## config.mk

```make
export PLATFORM = sky130hd
export DESIGN_NAME = ext_bus_strobe
export DESIGN_NICKNAME = d
export VERILOG_FILES = /design/src/rtl/ebs_pkg.sv /design/src/rtl/ebs_phase_seq.sv /design/src/rtl/ebs_rfi_reg.sv /design/src/rtl/ebs_strobe_decode.sv /design/src/rtl/ext_bus_strobe.sv
export SDC_FILE = /design/constraint.sdc
export NUM_CORES = 1
export LEC_CHECK = 0
export ABC_AREA = 1
export BUFFER_PORTS_ARGS = -buffer_cell sky130_fd_sc_hd__buf_2
export CAP_MARGIN = 15
export CORE_AREA = 2 2 39 41
export DETAILED_ROUTE_END_ITERATION = 8
export DIE_AREA = 0 0 41 43
export GPL_ROUTABILITY_DRIVEN = 0
export PLACE_DENSITY_LB_ADDON = 0.15
export SLEW_MARGIN = 20
export SYNTH_ARGS = -nofsm -noshare
export SYNTH_HDL_FRONTEND = slang
export SYNTH_SLANG_ARGS = --single-unit
```

## constraint.sdc

```tcl
create_clock -name clk_i -period 1.4 [get_ports clk_i]
set_input_delay 0.07 -clock clk_i [delete_from_list [all_inputs] [get_ports clk_i]]
set_output_delay 0.07 -clock clk_i [all_outputs]
set_load 0.01 [all_outputs]
```

## src/rtl/ebs_pkg.sv

```systemverilog
package ebs_pkg;

  typedef struct packed {
    logic ext_fetch;
    logic data_acc;
    logic wide_ptr;
  } cyc_attr_t;

  typedef enum logic [1:0] {
    PWR_RUN  = 2'd0,
    PWR_IDLE = 2'd1,
    PWR_DOWN = 2'd2
  } pwr_mode_t;

endpackage

```

## src/rtl/ebs_phase_seq.sv

```systemverilog
module ebs_phase_seq
  import ebs_pkg::*;
#(
  parameter int CYC_LEN = 12,
  parameter int PH_W    = $clog2(CYC_LEN)
) (
  input  logic            clk_i,
  input  logic            rst_ni,
  input  logic            hold_i,
  input  cyc_attr_t       attr_i,
  output logic [PH_W-1:0] phase_o,
  output cyc_attr_t       attr_o
);

  localparam logic [PH_W-1:0] LAST = PH_W'(CYC_LEN - 1);

  logic [PH_W-1:0] phase_q;
  cyc_attr_t       attr_q;

  always_ff @(posedge clk_i or negedge rst_ni) begin
    if (!rst_ni) begin
      phase_q <= '0;
      attr_q  <= '0;
    end else if (hold_i) begin
      // low power: park at cycle start, track attributes for the restart
      phase_q <= '0;
      attr_q  <= attr_i;
    end else if (phase_q == LAST) begin
      phase_q <= '0;
      attr_q  <= attr_i;
    end else begin
      phase_q <= phase_q + 1'b1;
    end
  end

  assign phase_o = phase_q;
  assign attr_o  = attr_q;

endmodule

```

## src/rtl/ebs_rfi_reg.sv

```systemverilog
module ebs_rfi_reg #(
  parameter int                ADDR_W   = 8,
  parameter int                DATA_W   = 8,
  parameter logic [ADDR_W-1:0] RFI_ADDR = 8'h8E,
  parameter int                RFI_BIT  = 0
) (
  input  logic              clk_i,
  input  logic              rst_ni,
  input  logic              we_i,
  input  logic [ADDR_W-1:0] addr_i,
  input  logic [DATA_W-1:0] wdata_i,
  output logic              rfi_o
);

  logic hit;
  logic rfi_q;

  assign hit = we_i && (addr_i == RFI_ADDR);

  always_ff @(posedge clk_i or negedge rst_ni) begin
    if (!rst_ni)  rfi_q <= 1'b0;
    else if (hit) rfi_q <= wdata_i[RFI_BIT];
  end

  assign rfi_o = rfi_q;

endmodule

```

## src/rtl/ebs_strobe_decode.sv

```systemverilog
module ebs_strobe_decode
  import ebs_pkg::*;
#(
  parameter int CYC_LEN    = 12,
  parameter int PH_W       = $clog2(CYC_LEN),
  parameter int ALE_WIDTH  = 2,
  parameter int PSEN_START = 3
) (
  input  logic [PH_W-1:0] phase_i,
  input  cyc_attr_t       attr_i,
  input  logic            rfi_i,
  input  pwr_mode_t       mode_i,
  output logic            ale_o,
  output logic            psen_no,
  output logic            hi_sel_o
);

  localparam int HALVES = 2;
  localparam int HALF   = CYC_LEN / HALVES;

  logic [HALVES-1:0] ale_win;
  logic [HALVES-1:0] psen_win;

  for (genvar h = 0; h < HALVES; h++) begin : g_half
    localparam logic [PH_W-1:0] H_LO  = PH_W'(h * HALF);
    localparam logic [PH_W-1:0] H_ALE = PH_W'(h * HALF + ALE_WIDTH);
    localparam logic [PH_W-1:0] H_PS  = PH_W'(h * HALF + PSEN_START);
    localparam logic [PH_W-1:0] H_END = PH_W'((h + 1) * HALF);
    assign ale_win[h]  = (phase_i >= H_LO) && (phase_i < H_ALE);
    assign psen_win[h] = (phase_i >= H_PS) && (phase_i < H_END);
  end

  always_comb begin
    ale_o    = 1'b1;
    psen_no  = 1'b1;
    hi_sel_o = 1'b0;
    unique case (mode_i)
      PWR_DOWN: begin
        ale_o   = 1'b0;
        psen_no = 1'b0;
      end
      PWR_IDLE: begin
        ale_o   = 1'b1;
        psen_no = 1'b1;
      end
      default: begin
        if (attr_i.data_acc) begin
          // data cycle: only the address pulse of the first half survives
          ale_o    = ale_win[0];
          psen_no  = 1'b1;
          hi_sel_o = attr_i.wide_ptr;
        end else begin
          ale_o    = rfi_i ? 1'b1 : |ale_win;
          psen_no  = !(attr_i.ext_fetch && |psen_win);
          hi_sel_o = attr_i.ext_fetch;
        end
      end
    endcase
  end

endmodule

```

## src/rtl/ext_bus_strobe.sv

```systemverilog
module ext_bus_strobe
  import ebs_pkg::*;
#(
  parameter int                CYC_LEN    = 12,
  parameter int                ALE_WIDTH  = 2,
  parameter int                PSEN_START = 3,
  parameter int                ADDR_W     = 8,
  parameter int                DATA_W     = 8,
  parameter logic [ADDR_W-1:0] RFI_ADDR   = 8'h8E,
  parameter int                RFI_BIT    = 0
) (
  input  logic              clk_i,
  input  logic              rst_ni,
  input  logic              ext_fetch_i,
  input  logic              data_acc_i,
  input  logic              wide_ptr_i,
  input  logic              idle_i,
  input  logic              pdown_i,
  input  logic              cfg_we_i,
  input  logic [ADDR_W-1:0] cfg_addr_i,
  input  logic [DATA_W-1:0] cfg_wdata_i,
  output logic              ale_o,
  output logic              psen_no,
  output logic              hi_addr_sel_o
);

  localparam int PH_W = $clog2(CYC_LEN);

  pwr_mode_t       mode;
  cyc_attr_t       attr_in;
  cyc_attr_t       attr_q;
  logic [PH_W-1:0] phase_q;
  logic            rfi_q;

  assign mode = pdown_i ? PWR_DOWN : (idle_i ? PWR_IDLE : PWR_RUN);

  assign attr_in.ext_fetch = ext_fetch_i;
  assign attr_in.data_acc  = data_acc_i;
  assign attr_in.wide_ptr  = wide_ptr_i;

  ebs_phase_seq #(
    .CYC_LEN(CYC_LEN),
    .PH_W   (PH_W)
  ) i_seq (
    .clk_i  (clk_i),
    .rst_ni (rst_ni),
    .hold_i (mode != PWR_RUN),
    .attr_i (attr_in),
    .phase_o(phase_q),
    .attr_o (attr_q)
  );

  ebs_rfi_reg #(
    .ADDR_W  (ADDR_W),
    .DATA_W  (DATA_W),
    .RFI_ADDR(RFI_ADDR),
    .RFI_BIT (RFI_BIT)
  ) i_rfi (
    .clk_i  (clk_i),
    .rst_ni (rst_ni),
    .we_i   (cfg_we_i),
    .addr_i (cfg_addr_i),
    .wdata_i(cfg_wdata_i),
    .rfi_o  (rfi_q)
  );

  ebs_strobe_decode #(
    .CYC_LEN   (CYC_LEN),
    .PH_W      (PH_W),
    .ALE_WIDTH (ALE_WIDTH),
    .PSEN_START(PSEN_START)
  ) i_dec (
    .phase_i (phase_q),
    .attr_i  (attr_q),
    .rfi_i   (rfi_q),
    .mode_i  (mode),
    .ale_o   (ale_o),
    .psen_no (psen_no),
    .hi_sel_o(hi_addr_sel_o)
  );

endmodule

```

==> reports/summary.txt <==
Outcome -> finished, violations left
Failing checks -> negative setup slack
Final setup viols -> 1
Synth Net Count -> 100
Vias in the first global route -> 452
Synthesized cell area -> 514 um2
Cell count after synthesis -> 73
CTS buffer count -> 3
Synth Area in XOR/XNOR -> 0%
Clock root cell -> clkbuf_4
Largest family of logic cells by synthesized area -> simple AND/OR/NAND/NOR gates
Worst path arrival time -> 1.34 ns
Per-instance average area after synthesis -> 7.04 um2
CTS clk-pin slew, worst paths -> 0.05 ns
N_diodes -> 0
1st-pass router iterations -> 4
Die width -> 41 um
Gr ovfl total -> 0
Post-DP HPWL -> 817 um
IR drop worst, VDD -> 0.000455 V
Synth Register Bits -> 8
Post-synthesis mux area share -> 0%
CTS tree -> built
Slew Limit Fails -> 0
Fmax -> 0.708 GHz
Initial Util -> 37.2%
Seq/Total Area, Yosys -> 38.9%
IO Count -> 27
Core box area -> 1380 um2
Worst slew margin -> 85.7%
Clk sinks -> 8
Die area -> 1760 um2
Crit path launch type -> flop
Req. time, crit path -> 1.33 ns
DRT Wirelength -> 1030 um
Area Overhead vs Synth -> 41.1%
Compound-gate portion of the synthesized area -> 5.60%
Die H -> 43 um
Hold path depth -> 3
Finished Layout Cells -> 114
Vias -> 514
GRT Util Overall -> 14.8%
Worst Hold Class -> in2reg
DR DRC count -> 0
Final Hold Fails -> 0
Post-route ant nets -> 0
Largest net degree at the start of global routing -> 9
Setup total negative slack -> -0.0133 ns
Yosys cell types -> 14
YS warnings -> 0
Antenna violations before repair -> 0
WL per Instance -> 9.01 um
P_leak -> 0.377 nW
Adder-cell share of the synthesized area -> 7.30%
DR vias/cell -> 4.51
Final net count -> 127
CP Capture Type -> primary output
CTS Buffer Depth -> 2
Final min period -> 1.41 ns
WS Path Type -> reg2out
First-pass GRT wire length -> 1730 um
Final period utilization -> 101%
Clock Skew -> 0.00233 ns
H-tree lvl count -> 1
Share of cells above drive strength 1 -> 44.9%
Crit Path Max Fanout -> 5
Overall power -> 0.516 mW
PortBufs -> 19
Number of max-cap violations -> 0
Clock Latency Late Sink -> 0.25 ns
Iter 0 DRT Violations -> 8
R2R cell count -> 6
Simple-gate share of the synthesized area -> 38.7%
Worst-Margin Slew -> 0.215 ns
Core Rows -> 14
Dpl cells -> 108
Most frequent cells in the layout -> nand2_1 (19), buf_2 (19), nor2_1 (10)
Setup ws final -> -0.0133 ns
Power Dens Cells -> 711 nW/um2
RSZ-0062 raised after global routing -> yes
-- power breakdown --
part	switching (mW)	total, mW	internal [mW]
Clock	0.0744	0.172	0.0978
Combinational	0.0475	0.0905	0.0430
Sequential	0.0103	0.254	0.243
-- synthesized netlist by cell type --
cell | n | area [um2]
a21oi_1 | 4 | 20.0
dfrtp_1 | 8 | 200
ha_1 | 3 | 37.5
inv_1 | 12 | 45.0
inv_2 | 1 | 3.75
nand2_1 | 21 | 78.8
nand2_2 | 2 | 12.5
nand2_4 | 1 | 11.3
nand3_1 | 7 | 35.0
nand4_1 | 1 | 6.26
nor2_1 | 10 | 37.5
nor2_2 | 1 | 6.26
nor2_4 | 1 | 11.3
o21ai_2 | 1 | 8.76
-- worst max-delay path, cell delays in order (launching register included) --
cell and delay (ns):
dfrtp_2 0.47, ha_4 0.19, inv_2 0.04, nand2_2 0.06, nand3_2 0.06, nand2_2 0.05
a21oi_2 0.10, buf_2 0.13
-- metrics by stage --
step           utilization, %  area (um2)  hold slack [ns]  worst slack (ns)
6_report                 52.4         726          0.00654           -0.0133
5_1_grt                  52.4         726          0.00534            -0.102
4_1_cts                  50.1         693          0.00395           -0.0471
3_5_place_dp             45.5         629          -0.0770             0.159
3_3_place_gp             45.5         629          -0.0766             0.162
2_1_floorplan               -         514           -0.226             0.284
-- worst paths after layout --
kind	from	to	slack [ns]
min reg2reg	i_rfi.rfi_o	i_rfi.rfi_o	0.47
max reg2reg	i_seq.phase_o[0]	i_seq.attr_o[1]	0.20
max in group asynchronous	rst_ni	i_seq.phase_o[0]	1.02
min	ext_fetch_i	i_seq.attr_o[2]	0.007
min in group asynchronous	rst_ni	i_seq.attr_o[0]	0.20
max	i_seq.phase_o[0]	psen_no	-0.01
-- cells by family after synthesis --
| kind of cell | Yosys count |
|---|---|
| and+or+nand+nor | 44 |
| AOI/OAI and AO/OA | 5 |
| buffers and inverters | 13 |
| DFF | 8 |
| adders and majority gates | 3 |
-- registers in the layout, summed over array words and instances (netlist names) --
register       flops
i_rfi.rfi_o        1
i_seq.attr_o       3
i_seq.phase_o      4
-- what timing repair did --
action                                  4_1_cts  5_1_grt
hold endpoints to repair                      8        0
gates resized for setup                       6       10
setup buffers                                 2        0
endpoints found under the setup margin        1        2
hold buffers                                  1        0
pin swaps                                     4        3
-- cell type report --
| class | instances | area (um2) |
|---|---|---|
| Inverter | 13 | 48.8 |
| Clock buffer | 3 | 22.5 |
| Sequential cell | 8 | 203 |
| Multi-Input combinational cell | 52 | 308 |
| Fill cell | 145 | 658 |
| Timing Repair Buffer | 22 | 124 |
| Tap cell | 16 | 20.0 |
-- layer usage --
metal | vias up | part of all wire, % | track usage [%]
li1 | 275 | - | -
met1 | 228 | 48 | 19.5
met2 | 6 | 46 | 20.6
met3 | 5 | 2.2 | 3.14
met4 | 0 | 2.8 | 10.0
met5 | - | 0 | 0
Note: power is estimated with default switching activity, not from simulation.
